`src/rtl/combo_pkg.sv`:
```
package combo_pkg;
  typedef enum logic [1:0] {
    EV_NONE  = 2'd0,
    EV_ZERO  = 2'd1,
    EV_ONE   = 2'd2,
    EV_CLEAR = 2'd3
  } combo_ev_e;

  localparam int unsigned BTN_CLEAR = 0;
  localparam int unsigned BTN_ZERO  = 1;
  localparam int unsigned BTN_ONE   = 2;
  localparam int unsigned BTN_NUM   = 3;
endpackage

```
`src/rtl/combo_sync.sv`:
```
module combo_sync #(
  parameter int unsigned STAGES = 2
) (
  input  logic clk_i,
  input  logic rst_ni,
  input  logic raw_i,
  output logic sync_o
);
  logic [STAGES-1:0] chain_q;

  generate
    for (genvar g = 0; g < STAGES; g++) begin : g_stage
      always_ff @(posedge clk_i or negedge rst_ni) begin
        if (!rst_ni) chain_q[g] <= 1'b0;
        else if (g == 0) chain_q[g] <= raw_i;
        else chain_q[g] <= chain_q[(g == 0) ? 0 : g-1];
      end
    end
  endgenerate

  assign sync_o = chain_q[STAGES-1];
endmodule

```
`src/rtl/combo_edge.sv`:
```
module combo_edge (
  input  logic clk_i,
  input  logic rst_ni,
  input  logic level_i,
  output logic pulse_o
);
  logic prev_q;

  always_ff @(posedge clk_i or negedge rst_ni) begin
    if (!rst_ni) prev_q <= 1'b0;
    else prev_q <= level_i;
  end

  assign pulse_o = level_i & ~prev_q;

  p_one_cycle_r2: assert property (@(posedge clk_i) disable iff (!rst_ni)
    pulse_o |=> !pulse_o);
endmodule

```
`src/rtl/combo_seq.sv`:
```
module combo_seq #(
  parameter int unsigned CODE_LEN = 5,
  parameter logic [CODE_LEN-1:0] CODE = 5'b01011
) (
  input  logic clk_i,
  input  logic rst_ni,
  input  logic clear_i,
  input  logic zero_i,
  input  logic one_i,
  output logic unlock_o
);
  import combo_pkg::*;

  localparam int unsigned SW = $clog2(CODE_LEN + 1);
  localparam int unsigned NS = CODE_LEN + 1;

  // digit idx of code, first entered digit is MSB
  function automatic logic code_dig(input int unsigned idx);
    return CODE[CODE_LEN-1-idx];
  endfunction

  // longest suffix of (prefix[len] , dig) that is also a code prefix
  function automatic logic [SW-1:0] advance(input int unsigned len, input logic dig);
    int unsigned best;
    logic        ok;
    logic        ch;
    best = 0;
    for (int unsigned k = 1; k <= CODE_LEN; k++) begin
      if (k <= len + 1) begin
        ok = 1'b1;
        for (int unsigned j = 0; j < CODE_LEN; j++) begin
          if (j < k) begin
            if (len + 1 - k + j < len) ch = code_dig(len + 1 - k + j);
            else ch = dig;
            if (ch != code_dig(j)) ok = 1'b0;
          end
        end
        if (ok) best = k;
      end
    end
    return SW'(best);
  endfunction

  logic [SW-1:0] nxt_zero [NS];
  logic [SW-1:0] nxt_one  [NS];

  generate
    for (genvar s = 0; s < NS; s++) begin : g_tbl
      assign nxt_zero[s] = advance(s, 1'b0);
      assign nxt_one[s]  = advance(s, 1'b1);
    end
  endgenerate

  combo_ev_e     ev;
  logic [SW-1:0] state_q, state_d;

  always_comb begin
    if (clear_i)              ev = EV_CLEAR;
    else if (zero_i && !one_i) ev = EV_ZERO;
    else if (one_i && !zero_i) ev = EV_ONE;
    else                       ev = EV_NONE;
  end

  always_comb begin
    state_d = state_q;
    unique case (ev)
      EV_CLEAR: state_d = '0;
      EV_ZERO:  state_d = nxt_zero[state_q];
      EV_ONE:   state_d = nxt_one[state_q];
      default:  state_d = state_q;
    endcase
  end

  always_ff @(posedge clk_i or negedge rst_ni) begin
    if (!rst_ni) state_q <= '0;
    else state_q <= state_d;
  end

  assign unlock_o = (state_q == SW'(CODE_LEN));

  p_range_r3: assert property (@(posedge clk_i) disable iff (!rst_ni)
    state_q <= SW'(CODE_LEN));
  p_clear_r4: assert property (@(posedge clk_i) disable iff (!rst_ni)
    clear_i |=> (state_q == '0) && !unlock_o);
  p_hold_r6: assert property (@(posedge clk_i) disable iff (!rst_ni)
    (!clear_i && (zero_i == one_i)) |=> $stable(state_q));
  p_grow_r5: assert property (@(posedge clk_i) disable iff (!rst_ni)
    (!clear_i && (zero_i != one_i)) |=> state_q <= $past(state_q) + SW'(1));
  p_open_r1: assert property (@(posedge clk_i) disable iff (!rst_ni)
    (!clear_i && (zero_i != one_i) && (state_q == SW'(CODE_LEN-1)) && (one_i == CODE[0]))
    |=> unlock_o);
endmodule

```
`src/rtl/combo_lock_top.sv`:
```
module combo_lock_top #(
  parameter int unsigned SYNC_STAGES = 2,
  parameter int unsigned CODE_LEN = 5,
  parameter logic [CODE_LEN-1:0] CODE = 5'b01011
) (
  input  logic clk_i,
  input  logic rst_ni,
  input  logic clear_btn_i,
  input  logic zero_btn_i,
  input  logic one_btn_i,
  output logic unlock_o
);
  import combo_pkg::*;

  logic [BTN_NUM-1:0] raw, lvl, pls;

  assign raw[BTN_CLEAR] = clear_btn_i;
  assign raw[BTN_ZERO]  = zero_btn_i;
  assign raw[BTN_ONE]   = one_btn_i;

  generate
    for (genvar b = 0; b < BTN_NUM; b++) begin : g_btn
      combo_sync #(.STAGES(SYNC_STAGES)) i_sync (
        .clk_i (clk_i),
        .rst_ni(rst_ni),
        .raw_i (raw[b]),
        .sync_o(lvl[b])
      );
      combo_edge i_edge (
        .clk_i  (clk_i),
        .rst_ni (rst_ni),
        .level_i(lvl[b]),
        .pulse_o(pls[b])
      );
    end
  endgenerate

  combo_seq #(.CODE_LEN(CODE_LEN), .CODE(CODE)) i_seq (
    .clk_i   (clk_i),
    .rst_ni  (rst_ni),
    .clear_i (pls[BTN_CLEAR]),
    .zero_i  (pls[BTN_ZERO]),
    .one_i   (pls[BTN_ONE]),
    .unlock_o(unlock_o)
  );
endmodule

```
`config.mk`:
```
export PLATFORM = sky130hd
export DESIGN_NAME = combo_lock_top
export DESIGN_NICKNAME = d
export VERILOG_FILES = /design/src/rtl/combo_pkg.sv /design/src/rtl/combo_sync.sv /design/src/rtl/combo_edge.sv /design/src/rtl/combo_seq.sv /design/src/rtl/combo_lock_top.sv
export SDC_FILE = /design/constraint.sdc
export NUM_CORES = 1
export LEC_CHECK = 0
export ABC_AREA = 1
export CAP_MARGIN = 20
export CELL_PAD_IN_SITES_DETAIL_PLACEMENT = 0
export CELL_PAD_IN_SITES_GLOBAL_PLACEMENT = 1
export CORE_MARGIN = 1.5
export CORE_UTILIZATION = 38
export CTS_BUF_LIST = sky130_fd_sc_hd__clkbuf_4 sky130_fd_sc_hd__clkbuf_8 sky130_fd_sc_hd__clkbuf_16
export DETAILED_ROUTE_END_ITERATION = 8
export HOLD_SLACK_MARGIN = 0.12
export PLACE_DENSITY_LB_ADDON = 0.1
export SYNTH_ARGS = -nofsm -noshare
export SYNTH_HDL_FRONTEND = slang
export SYNTH_SLANG_ARGS = --single-unit
```
`constraint.sdc`:
```
create_clock -name clk_i -period 1.8 [get_ports clk_i]
set_clock_uncertainty 0.15 [all_clocks]
set_input_delay 0.27 -clock clk_i [delete_from_list [all_inputs] [get_ports clk_i]]
set_output_delay 0.27 -clock clk_i [all_outputs]
set_load 0.02 [all_outputs]
```
## Word-level counts from Yosys, hierarchy flattened

Memories as Yosys holds them, arrays and structs flattened.
Cells that the tools add are included.

- $lt $le $gt $ge: 1
- Reductions and logical operators: 5
- Muxes and demuxes: 8
- Bitwise operators: 7
- Equality and inequality tests: 4

Operators by type and width:

| cell | number |
|---|---|
| 2-to-1 mux 3 bit | 4 |
| one-hot mux 3 bit (3 select lines) | 1 |
| 2-to-1 mux 2 bit | 3 |
| equality test 2 bit, second input constant | 2 |
| greater-or-equal comparator 4 bit, second input constant | 1 |
| inverter 3 -> 4 bit | 1 |
| bitwise AND 1 bit | 3 |
| equality test 3 bit, second input constant | 1 |
| inverter 1 bit | 3 |
| nonzero test 3 bit | 1 |
| equality test 2 x 1 -> 1 bit, second input constant | 1 |
| logical AND 1 bit | 2 |
| logical NOT 1 bit | 2 |

- Register bits: 12
- ROM bits: 48
- Memories kept: 2
- Input bits: 5
- Word-level logic and storage cells: 37
- Output and inout port bits: 1

Memories:

| name | depth | bits a word | read ports | clocked after memory_dff | wr ports | RTL line | source |
|---|---|---|---|---|---|---|---|
| (no name shown) | 8 | 3 | 1 | 0 | 0 | combo_seq.sv:69 | `EV_ONE: state_d = nxt_one[state_q];` |
| (no name shown) | 8 | 3 | 1 | 0 | 0 | combo_seq.sv:68 | `EV_ZERO: state_d = nxt_zero[state_q];` |

## Depth between registers and ports, before layout

Gate-level depths: netlist (run 1).

- Word-level depth: 9
- Gate-level depth with buffers: 10
- Mapped depth without buffers: 10

## Cells and area by module

From an unflattened synthesis (run 1), not the netlist that was laid out.

- Cells, all modules: 57
- Area total of the unflattened synthesis: 515.5 um2

By module, submodules not included:

| module | cells an instance | instances | sequential area each (um2) | area each (um2) |
|---|---|---|---|---|
| combo_seq | 42 | 1 | 75.1 | 260.2 |
| combo_sync | 2 | 3 | 50.0 | 50.0 |
| combo_edge | 3 | 3 | 25.0 | 35.0 |

## Worst setup path after synthesis (run 1)

Ideal clock, no wire load.

- Kind: register to register
- From: register g_btn[1].i_edge.prev_q
- To: register i_seq.state_q[2]
- Period minus slack after synthesis: 1465 ps
- Cell stages (with the launch flop): 9
- Data required time: 1585 ps
- Buffers on the path: 0
- Path slack: 335 ps
- Arrival time: 1250 ps
- Cells stage by stage: dfrtp_1 > nor2_2 > nor2_1 > nor2_2 > inv_1 > ha_1 > nor3b_1 > nand2_1 > nand2_1

- Cells in the longest elaborated chain, start to end: 9
- Elaborated cells on any way between the ends: 13
- Those cells by class: eq/ne (3); mux (4); bitwise (2); reduce/logical (4)

Ends and longest elaborated chain:

| item | RTL line | source |
|---|---|---|
| from (decl) | combo_edge.sv:7 | `logic prev_q;` |
| from (signal assigned) | combo_edge.sv:11 | `else prev_q <= level_i;` |
| inverter 1 bit * | combo_edge.sv:14 | `assign pulse_o = level_i & ~prev_q;` |
| bitwise AND 1 bit * | combo_edge.sv:14 |  |
| logical NOT 1 bit | combo_seq.sv:60 | `else if (one_i && !zero_i) ev = EV_ONE;` |
| logical AND 1 bit | combo_seq.sv:60 |  |
| 2-to-1 mux 2 bit | combo_seq.sv:60 |  |
| 2-to-1 mux 2 bit * | combo_seq.sv:59 | `else if (zero_i && !one_i) ev = EV_ZERO;` |
| 2-to-1 mux 2 bit * | combo_seq.sv:58 | `if (clear_i) ev = EV_CLEAR;` |
| equality test 2 bit / equality test 2 x 1 -> 1 bit (equally long branches) | combo_seq.sv:66 | `unique case (ev)` |
| one-hot mux 3 bit (3 select lines) / nonzero test 3 bit (equally long branches) | - |  |
| to (signal assigned) | combo_seq.sv:76 | `else state_q <= state_d;` |
| to (decl) | combo_seq.sv:55 | `logic [SW-1:0] state_q, state_d;` |

Every way passes the cells marked *; elsewhere a longest branch is shown, timed or not.
A chain may end at the register's enable or synchronous reset.

## Worst setup path in the final report (run 1)

- From: register i_seq.state_q[0]
- To: output port unlock_o

- Cells in the longest elaborated chain, start to end: 1

Ends and longest elaborated chain:

| item | RTL line | source |
|---|---|---|
| equality test 3 bit | combo_seq.sv:79 | `assign unlock_o = (state_q == SW'(CODE_LEN));` |
| to (decl) | combo_lock_top.sv:11 | `output logic unlock_o` |

Every way passes these cells.

==> flow_summary.yaml, run 1 <==
clock_network:
  htreeDepth: 1
  cts_buffers: 3
  cts_buffer_depth: 2
  clkLatencyLatePin_ns: 0.26
  cts_root_buf: "clkbuf_4"
  clkTransAtPathRegs_ns: 0.07
  cts_tree: "built"
  clock-sinks: 12
synth:
  synth_largest_area_cell: "dfrtp_1"
  yosys-top-cells-area: "dfrtp_1, nand2_1, ha_1"
  synth_top_area_share: 0.6061
  yosys_warnings: 0
  syn_area_per_cell_um2: 9.715
  ys_seq_area_frac: 0.6061
  synth-xor-area-share: 0
  synth_top_family_by_area: "simple AND/OR/NAND/NOR gates"
  synth-adder-area-share: 0.07576
  ys_seq_elements: 12
  synth_compound_area_frac: 0.02525
  synth_cell_types: 13
  synth-simple-area-share: 0.2323
  syn_nets: 59
  syn_inst: 51
  muxShareOfSynthArea: 0
  syn_area_um2: 495.5
global_route:
  met1_usage: 0.1581
  grt_pass1_vias: 325
  grt_use_met3: 0.06936
  track_usage: 0.1340
  grt_pass1_wl_um: 1262
  busiest_layer: "met2"
  overflow: 0
  met2_usage: 0.1833
  antenna_found_initial: 0
  grt_max_degree: 13
sta:
  tightest_slew_ns: 0.4987
  setup_viol: 0
  fin_crit_sh: 0.9386
  slew-limit-headroom: 0.6665
  rsz0062_at_grt: "no"
  hold_violations: 0
  fin_tns_setup_ns: 0
  maxSlewViolCount: 0
  min_period_ns: 1.690
  setup_slack_ns: 0.1105
  holdWs_ns: 0.1915
  fmaxAchievable_mhz: 591.9
drt:
  drt_iter0_drc: 3
  drc_errors: 0
  wl_per_cell_um: 9.284
  vias_per_cell: 4.514
  drtPass1Iterations: 3
  drt_wl_total_um: 687
  ant_nets: 0
  route.vias.total: 334
power:
  p_sw_frac: 0.2110
  seq_power_share: 0.535
  p_leak_nw: 0.3135
  peakVddDrop_uv: 431.5
  p_total_uw: 543.5
  power.switching_uw: 114.7
  combPwrFrac: 0.099
  power.density_nw_per_um2: 908.7
  clockPowerShare: 0.367
  intPower_uw: 428.8
critical_path:
  cp_slowest_cell: "dfrtp_1"
  max_stage_delay_ns: 0.39
  critPathRequiredTime_ns: 1.38
  crit_type: "reg2out"
  r2r_cells: 9
  critPathCaptureType: "output port"
  cp_max_fo: 4
  crit_arrival_ns: 1.27
  cp-start-kind: "flip-flop"
  worstPathCellList: "inv_1 -> nor3_1 -> dlygate4sd2_1"
flow_run:
  max_cap_viol_count: 0
final_layout:
  area_growth_pct: 20.71
  layout-drive-gt1-share: 0.1333
  fin_nets: 69
  n_antenna_cell: 0
  finalInstanceArea_um2: 598.1
hold_path:
  hp-class: "in2async"
floorplan:
  die_y_um: 39.11
  die_w_um: 39.11
  io_pins: 6
  start_util: 0.4286
  core_area_um2: 1156
  rows: 12
  die-area_um2: 1530
placement:
  place_ws_ns: 0.1121
  place_congestion: 0.8151
  placed_area_um2: 563.0
  dpl.hpwl_um: 562.8
  io_buffers: 5
outcome:
  outcome: "completed"
==> sequential cells by signal (all words and copies together), names as in the netlist <==
register and flops:
g_btn.i_sync.chain_q 3, g_btn.i_edge.prev_q 3, g_btn.i_sync.sync_o 3, i_seq.state_q 3
==> critical path: cells and delay by family, from the launching register on <==
| family | cells | cell delay [ns] |
|---|---|---|
| buffers and inverters | 2 | 0.45 |
| DFF | 1 | 0.39 |
| and+or+nand+nor | 1 | 0.17 |
==> Yosys cell counts (all sizes together) <==
cell	n
a21boi	1
a21oi	1
dfrtp	12
ha	3
inv	8
nand2	15
nand3	2
nand4	1
nor2	6
nor3	1
nor3b	1
==> cells by family (layout without fill, tap and decap cells) <==
family / Yosys count / after routing
simple gates: 26 / 26
flops: 12 / 12
buf+inv: 8 / 17
fa+ha+maj: 3 / 3
compound gates: 2 / 2
==> routing by layer <==
metal / vias up / part of all wire
li1: 171 / -
met2: 4 / 0.50
met4: 0 / 0.0087
met3: 2 / 0.023
met5: - / 0
met1: 157 / 0.46
==> path summary, 6_finish.rpt <==
check                                           start                endpoint  slack [ns]
max reg2reg                    g_btn[1].i_sync.sync_o        i_seq.state_q[2]        0.21
max                                  i_seq.state_q[0]                unlock_o        0.11
min                                            rst_ni  g_btn[2].i_sync.sync_o        0.19
min in group clk_i         g_btn[0].i_sync.chain_q[0]  g_btn[0].i_sync.sync_o        0.20
max in group asynchronous                      rst_ni        i_seq.state_q[1]        0.97
min reg2reg                g_btn[0].i_sync.chain_q[0]  g_btn[0].i_sync.sync_o        0.20
==> metrics by stage <==
stage,utilization,cells
2_1_floorplan,-,51
3_3_place_gp,0.4870,70
3_5_place_dp,0.4870,70
4_1_cts,0.5173,74
5_1_grt,0.5173,74
6_report,0.5173,74
==> layout make-up <==
class,count,area (um2)
clock buffer,4,36.28
fill,104,558.0
inverter,8,30.03
multi-input combinational,31,165.2
sequential,12,300.3
tap,14,17.52
timing repair buffer,5,48.80
==> placed cells by master (no fill, tap or decap) <==
cell type	Yosys	routed
clkdlybuf4s50_1	0	4
nand3_1	2	2
nor3b_1	1	1
a21oi_1	1	1
a21boi_1	1	1
nor2_2	3	3
dlygate4sd2_1	0	1
clkbuf_4	0	3
ha_1	3	3
inv_1	7	7
nor2_1	3	3
dfrtp_1	12	12
inv_2	1	1
nor3_1	1	1
nand4_1	1	1
clkbuf_8	0	1
nand2_1	15	15
==> power by group through the flow <==
stage          Clock, mW  Sequential, mW  Combinational [mW]
2_1_floorplan          0           0.294              0.0337
3_3_place_gp           0           0.295              0.0514
3_5_place_dp           0           0.296              0.0543
4_1_cts            0.212           0.291              0.0548
5_1_grt            0.222           0.292              0.0628
6_report           0.199           0.291              0.0535
==> timing repair <==
action | in CTS | in global routing
hold buffers | 0 | 0
resized for setup | 1 | 0
setup buffers | 0 | 0
setup endpoints to repair | 1 | 0
(Power assumes the default switching activity.)
==> run 2, diff against run 1 <==
--- a/config.mk
+++ b/config.mk
@@ -17,4 +17,5 @@
 export PLACE_DENSITY_LB_ADDON = 0.1
 export SYNTH_ARGS = -nofsm -noshare
 export SYNTH_HDL_FRONTEND = slang
+export SYNTH_HIERARCHICAL = 1
 export SYNTH_SLANG_ARGS = --single-unit
==> flow_summary.yaml, run 2 <==
outcome:
  outcome: "completed"
critical_path:
  worstPathCellList: "inv_1 -> nand2_1 -> nor2_1 -> dlygate4sd2_1"
  r2r_start: "g_btn[1].i_sync/sync_o"
  cp-start-kind: "flip-flop"
  crit_type: "reg2out"
  cp_slowest_cell: "dfrtp_1"
  crit_arrival_ns: 1.18
  critPathCaptureType: "output port"
  cp_max_fo: 3
  crit_start: "i_seq/state_q[1]"
  critPathRequiredTime_ns: 1.38
  critPathBufInv: 2
  critPathTopFamily: "buffers and inverters"
  max_stage_delay_ns: 0.39
sta:
  setup_viol: 0
  tightest_slew_ns: 0.5003
  setup_slack_ns: 0.1955
  rsz0062_at_grt: "no"
  fin_crit_sh: 0.8914
  maxSlewViolCount: 0
  fin_tns_setup_ns: 0
  fmaxAchievable_mhz: 623.3
  min_period_ns: 1.604
  hold_violations: 0
  slew-limit-headroom: 0.6654
final_layout:
  seq_area_um2: 300.3
  fillCellCount: 133
  final_cell_mix: "nand2_1, dfrtp_1, inv_1"
  n_antenna_cell: 0
  fin_nets: 75
  final_common_cell: "nand2_1"
  area_growth_pct: 17.48
  stdcell_count: 80
  multiInputGateArea_um2: 170.2
  layout-drive-gt1-share: 0.1385
clock_network:
  clock-sinks: 12
  clkTransAtPathRegs_ns: 0.06
  cts_buffer_depth: 2
  cts_tree: "built"
  clkLatencyLatePin_ns: 0.25
  cts_hold_buf: 0
  cts_root_buf: "clkbuf_4"
  htreeDepth: 1
  cts_buffers: 3
  post-cts-setup-buffers: 0
synth:
  synth-main-ff-cell: "dfrtp_1"
  synth-simple-area-share: 0.2476
  synth_commonest_cells: "nand2_1, dfrtp_1, inv_1"
  syn_area_per_cell_um2: 9.044
  syn_inst: 57
  muxShareOfSynthArea: 0
  yosys-top-cells-area: "dfrtp_1, nand2_1, ha_1"
  yosys_warnings: 6
  synth_compound_area_frac: 0.009709
  syn_nets: 65
  synth_top_area_share: 0.5825
  synth-xor-area-share: 0
  synth_largest_area_cell: "dfrtp_1"
  synth-async-reset-ratio: 1.000
  synth.most_common_cell: "nand2_1"
  synth_top_family_by_area: "simple AND/OR/NAND/NOR gates"
  ys_seq_elements: 12
  synth-adder-area-share: 0.07282
  ys_seq_area_frac: 0.5825
  synth_enable_flop_cells: 0
  synth_cell_types: 10
  syn_area_um2: 515.5
placement:
  dpl.hpwl_um: 530.4
  dp_cells: 77
  place_ws_ns: 0.1955
  io_buffers: 5
  place_congestion: 0.8481
floorplan:
  die_w_um: 39.83
  die_y_um: 39.83
  io_pins: 6
  start_util: 0.4012
  die-area_um2: 1586
  core_area_um2: 1285
  rows: 13
drt:
  vias_per_cell: 4.375
  drt_iter0_drc: 3
  ant_nets: 0
  wl_per_cell_um: 8.375
  drt_wl_total_um: 670
  drtPass1Iterations: 4
  route.vias.total: 350
  drc_errors: 0
power:
  power.density_nw_per_um2: 845.7
  p_leak_nw: 0.3271
  p_total_uw: 512.2
  peakVddDrop_uv: 450.2
hold_path:
  hp-class: "in2async"
global_route:
  antenna_found_initial: 0
  grt_pass1_wl_um: 1076
  grt_max_degree: 13
  overflow: 0
  grt_pass1_vias: 274
  track_usage: 0.1054
flow_run:
  max_cap_viol_count: 0
[run 2: timing repair]
action                     in CTS  in global routing
hold endpoints to repair        0                  0
resized for setup               1                  0
setup endpoints to repair       1                  0
[run 2: cells by family (layout without fill, tap and decap cells)]
logic type / after synthesis / in the layout
flip-flops: 12 / 12
AND/OR/NAND/NOR: 29 / 29
AO/OA/AOI/OAI: 1 / 1
adder cells (fa/ha/maj): 3 / 3
buffers and inverters: 12 / 20
[run 2: per-layer routing]
metal / part of all wire / up-vias / routed length (um) / GRT usage
met2: 0.46 / 5 / 308 / 0.1352
met3: 0.025 / 0 / 17 / 0.03409
met1: 0.51 / 161 / 344 / 0.1541
met4: 0 / 0 / 0 / 0.05172
li1: - / 184 / - / -
met5: 0 / - / 0 / 0
[run 2: area by class of cell]
class | count | share of cell area
Inverter | 12 | 0.07438
Multi-Input combinational cell | 33 | 0.2810
Timing Repair Buffer | 5 | 0.08058
Sequential cell | 12 | 0.4959
Clock buffer | 3 | 0.03719
Tap cell | 15 | 0.03099
[run 2: final timing paths]
kind / endpoint / slack [ns] / cells after the start
worst max-delay path: unlock_o / 0.20 / 4
min in group clk_i: g_btn[0].i_sync/sync_o / 0.20 / 0
worst max register to register: i_seq/state_q[2] / 0.24 / 9
max in group asynchronous: g_btn[1].i_sync/chain_q[0] / 0.97 / 1
worst min-delay path: g_btn[0].i_sync/chain_q[0] / 0.20 / 1
worst min register to register: g_btn[0].i_sync/sync_o / 0.20 / 0
[run 2: worst reg2reg max path, cell delays in order, from the launching register on]
cell and delay (ns):
dfrtp_1 0.37, inv_1 0.06, nor2_2 0.03, inv_1 0.06, nor2_1 0.04, nor2_1 0.18, ha_1 0.33, nor2_1 0.08
nand3_1 0.10, nand2_1 0.06
[run 2: stage by stage]
| step | area, um2 | utilization | hold WS [ns] |
|---|---|---|---|
| 2_1_floorplan | 515.5 | - | -0.1756 |
| 3_3_place_gp | 584.3 | 0.4547 | 0.1820 |
| 3_5_place_dp | 584.3 | 0.4547 | 0.1864 |
| 4_1_cts | 605.6 | 0.4713 | 0.1986 |
| 5_1_grt | 605.6 | 0.4713 | 0.2175 |
| 6_report | 605.6 | 0.4713 | 0.1985 |
[run 2: power breakdown]
part | internal (mW) | leakage (nW) | switching [mW] | total (mW)
Combinational | 0.0287 | 0.167 | 0.0408 | 0.0694
Clock | 0.0770 | 0.0138 | 0.0699 | 0.147
Sequential | 0.286 | 0.146 | 0.0102 | 0.296
==> run 3, diff against run 2 <==
--- a/config.mk
+++ b/config.mk
@@ -13,6 +13,7 @@
 export CORE_UTILIZATION = 38
 export CTS_BUF_LIST = sky130_fd_sc_hd__clkbuf_4 sky130_fd_sc_hd__clkbuf_8 sky130_fd_sc_hd__clkbuf_16
 export DETAILED_ROUTE_END_ITERATION = 8
+export GPL_TIMING_DRIVEN = 1
 export HOLD_SLACK_MARGIN = 0.12
 export PLACE_DENSITY_LB_ADDON = 0.1
 export SYNTH_ARGS = -nofsm -noshare
==> results of run 3 <==
The final DEF is identical to that of run 2; final timing and power are the same.
